[config.mk]
export PLATFORM = sky130hd
export DESIGN_NAME = ifg_defer
export DESIGN_NICKNAME = d
export VERILOG_FILES = /design/src/rtl/ifg_defer.sv
export SDC_FILE = /design/constraint.sdc
export NUM_CORES = 1
export LEC_CHECK = 0
export BUFFER_PORTS_ARGS = -buffer_cell sky130_fd_sc_hd__buf_2
export CAP_MARGIN = 0
export CORE_UTILIZATION = 32
export DETAILED_ROUTE_END_ITERATION = 8
export GPL_TIMING_DRIVEN = 0
export SLEW_MARGIN = 10
export SYNTH_ARGS = -nofsm -noshare
export SYNTH_HDL_FRONTEND = slang
export SYNTH_SLANG_ARGS = --single-unit
[constraint.sdc]
create_clock -name clk -period 2.6 [get_ports clk]
set_clock_uncertainty 0.2 [all_clocks]
set_input_delay 0.52 -clock clk [delete_from_list [all_inputs] [get_ports clk]]
set_output_delay 0.52 -clock clk [all_outputs]
set_load 0.03 [all_outputs]
[src/rtl/ifg_defer.sv]
module ifg_defer #(
  parameter int CW = 8
) (
  input  logic          clk,
  input  logic          rst_n,
  input  logic          bit_en,
  input  logic          crs,
  input  logic          tx_active,
  input  logic          tx_req,
  input  logic [CW-1:0] gap_len,
  input  logic [CW-1:0] part1_len,
  input  logic          two_part_off,
  output logic          tx_go,
  output logic [1:0]    phase
);

  localparam logic [1:0] PH_HOLD = 2'd0;
  localparam logic [1:0] PH_P1   = 2'd1;
  localparam logic [1:0] PH_P2   = 2'd2;
  localparam logic [1:0] PH_DONE = 2'd3;

  logic [1:0]    phase_q, phase_d;
  logic [CW-1:0] cnt_q, cnt_d, gap_q, gap_d, p1_q, p1_d;
  logic [CW-1:0] gap_eff, p1_eff, cnt_inc;
  logic          idle;

  assign idle    = !crs && !tx_active;
  assign gap_eff = (gap_len == '0) ? CW'(1) : gap_len;
  assign p1_eff  = (two_part_off || part1_len >= gap_eff) ? gap_eff : part1_len;
  assign cnt_inc = cnt_q + 1'b1;

  always_comb begin
    phase_d = phase_q;
    cnt_d   = cnt_q;
    gap_d   = gap_q;
    p1_d    = p1_q;
    case (phase_q)
      PH_HOLD: begin
        if (idle) begin
          cnt_d   = '0;
          gap_d   = gap_eff;
          p1_d    = p1_eff;
          phase_d = (p1_eff == '0) ? PH_P2 : PH_P1;
        end
      end
      PH_P1: begin
        if (!idle) begin
          phase_d = PH_HOLD;
          cnt_d   = '0;
        end else if (bit_en) begin
          cnt_d = cnt_inc;
          if (cnt_inc >= gap_q)     phase_d = PH_DONE;
          else if (cnt_inc >= p1_q) phase_d = PH_P2;
        end
      end
      PH_P2: begin
        if (tx_active) begin
          phase_d = PH_HOLD;
          cnt_d   = '0;
        end else if (bit_en) begin
          cnt_d = cnt_inc;
          if (cnt_inc >= gap_q) phase_d = PH_DONE;
        end
      end
      default: begin
        if (tx_active || (crs && !tx_req)) begin
          phase_d = PH_HOLD;
          cnt_d   = '0;
        end
      end
    endcase
  end

  always_ff @(posedge clk) begin
    if (!rst_n) begin
      phase_q <= PH_HOLD;
      cnt_q   <= '0;
      gap_q   <= '0;
      p1_q    <= '0;
    end else begin
      phase_q <= phase_d;
      cnt_q   <= cnt_d;
      gap_q   <= gap_d;
      p1_q    <= p1_d;
    end
  end

  assign tx_go = (phase_q == PH_DONE) && tx_req && !tx_active;
  assign phase = phase_q;

endmodule

==> reports/qor.yml <==
clk_pin_slew_ns: 0.09
ys_warn_count: 0
placed_area_um2: 2140
cts_tree: "done"
fin_crit_ns: 2.57
yosysMostFrequentCell: "nand2_1"
synth_nets: 293
cp_data_arrival_time_ns: 2.55
cts_max_level: 1
syn-cell-area_um2: 1930
dr.pass1.iters: 6
numPortBuffers: 25
antenna-diode-count: 0
dp_slack_ns: -0.450
synthCells: 241
cp-end-kind: "flip-flop"
via_per_inst: 4.97
vias: 1746
outcome: "completed"
yosys-top-cells-area: "dfxtp_1 (27%), ha_1 (19%), a21oi_1 (7.3%), nand2_1 (5.8%), inv_1 (5.1%)"
holdPathStages: 2
combPwrFrac_pct: 38.2
clkPwrFrac_pct: 20.4
hpwl_mm: 3.49
grt_usage_pct: 15.4
min_period_over_period_pct: 98.7
synth_edf_count: 0
holdWs_ns: 0.259
fp.dieH_um: 79.6
fin_nets: 333
cts_root_buf: "clkbuf_8"
syn_area_per_cell_um2: 7.99
hold_viol_final: 0
timing.final.ws_setup_ns: 0.0339
core_um2: 5640
critical_path_required_ns: 2.59
worstMarginPinSlew_ns: 0.716
rows: 27
r2r_slack_ns: 0.03
leakage_nw: 1.06
fp.dieW_um: 79.6
criticalPathCategory: "flip-flop to flip-flop"
start_util_pct: 34.1
synth_seq_area_share_pct: 27.0
drt-initial-drc-count: 65
grt_max_degree: 14
vdd_drop_max_uv: 226
finalSetupTns_ns: 0
grt.overflow.total: 0
critPathLaunchType: "flip-flop"
grt_pass1_wl_mm: 7.73
nFillCells: 564
cap_viol_max_count: 0
cts_buffers: 3
place_congestion: 0.840
area_growth_pct: 26.4
synth_top_area_share_pct: 27.0
slew_viol_final: 0
io_pins: 26
swShare_pct: 36.5
synth-seq-cells: 26
grt_pass1_vias: 1716
power.internal_uw: 715
yosys.area.top_type: "dfxtp_1"
synth.distinct_cells: 41
cellPowerDensity_nw_per_um2: 462
final_core_util_pct: 43.2
rsz0062_at_grt: "true"
drc: 0
max_slew_margin_pct: 52.1
insertion_delay_ns: 0.27
post_drt_wl_per_cell_um: 12.8
grt_antenna_before_repair: 0
hp-class: "flip-flop to flip-flop"
finalSetupViolations: 0
dieArea_um2: 6330
crit_fanout: 4
reg2reg_depth: 11
synthFlopType: "dfxtp_1"
synth-async-reset-ratio_pct: 0
hold_buffers: 0
wl_mm: 4.49
synth_top_cells_by_count: "nand2_1 (30), ha_1 (29), a21oi_1 (28)"
drtAntennaViolNets: 0
clock-sinks: 26
post_route_cells_drive_above_1_share_pct: 23.7
p_seq_share_pct: 41.4
ctsLongestPathBuffers: 2
fmax_mhz: 390
finalInstanceArea_um2: 2430
p_sw_uw: 411
[layer usage]
metal | GRT usage [%] | vias up | wire length (µm) | part of all wire [%]
met5 | 0 | - | 0 | 0
met4 | 4.36 | 0 | 66 | 1.5
met3 | 2.51 | 6 | 99 | 2.2
met2 | 26.7 | 17 | 2090 | 47
met1 | 19.6 | 808 | 2230 | 50
li1 | - | 915 | - | -
[repair_timing]
| action | 4_1_cts | 5_1_grt |
|---|---|---|
| endpoints found under the setup margin | 10 | 10 |
| gates resized for setup | 18 | 13 |
| setup buffers | 6 | 4 |
| pin swaps | 9 | 11 |
| gates cloned | 0 | 0 |
[kinds of logic after synthesis]
family / synth area share, %
simple gates: 18.6
mux: 0.520
flops: 27.0
xor+xnor: 5.46
compound gates: 22.9
buf+inv: 6.63
fa+ha+maj: 18.8
[critical path, stage by stage, from the launching register on]
cell and delay (ns):
dfxtp_4 0.38, and3_4 0.18, and3_4 0.21, nand3_4 0.10
xnor2_4 0.24, ha_4 0.24, nand2_1 0.05, and4b_2 0.26
o211ai_1 0.17, a21boi_4 0.24, o211ai_1 0.14, o41ai_2 0.07
[final cells by class]
cell class | count | area, µm² | share of cell area [%]
Timing Repair Buffer | 35 | 200 | 8.22
Tap cell | 72 | 90.1 | 3.70
Clock buffer | 3 | 41.3 | 1.70
Inverter | 27 | 101 | 4.16
Buffer | 5 | 26.3 | 1.08
Multi-Input combinational cell | 183 | 1450 | 59.4
Sequential cell | 26 | 529 | 21.7
[final timing paths]
kind                          from                     to
max          cnt_q[0]$_SDFFE_PN0P_  phase[1]$_SDFFE_PN0P_
min          gap_q[3]$_SDFFE_PN0P_  gap_q[3]$_SDFFE_PN0P_
max reg2reg  cnt_q[0]$_SDFFE_PN0P_  phase[1]$_SDFFE_PN0P_
min reg2reg  gap_q[3]$_SDFFE_PN0P_  gap_q[3]$_SDFFE_PN0P_
[flip-flops by register name, indices dropped and copies added (netlist names)]
register and count:
cnt_q 8, gap_q 8, p1_q 8, phase 2
[power by group through the flow]
| stage | logic (mW) | clock network (mW) | registers [mW] |
|---|---|---|---|
| final | 0.430 | 0.230 | 0.466 |
| after global routing | 0.495 | 0.257 | 0.469 |
| after CTS | 0.412 | 0.238 | 0.465 |
| after detailed placement | 0.382 | 0 | 0.475 |
| after global placement | 0.379 | 0 | 0.472 |
| after floorplan | 0.266 | 0 | 0.481 |
[per-stage QoR]
step	total power, mW	cells
after CTS	1.11	347
after floorplan	0.747	241
after global placement	0.851	338
final	1.13	351
after detailed placement	0.857	338
after global routing	1.22	351
[layout by cell type (no fill, tap or decap), types with 4 or more instances in the layout]
master,instances
buf_2,25
o211ai_1,5
ha_1,24
a21oi_1,27
nand2b_1,4
nor2_1,23
and3_4,4
inv_1,26
nand2_1,30
xor2_1,9
buf_4,10
ha_4,4
dfxtp_1,23
nor2b_1,5
a211oi_1,6
(Power assumes the default switching activity.)
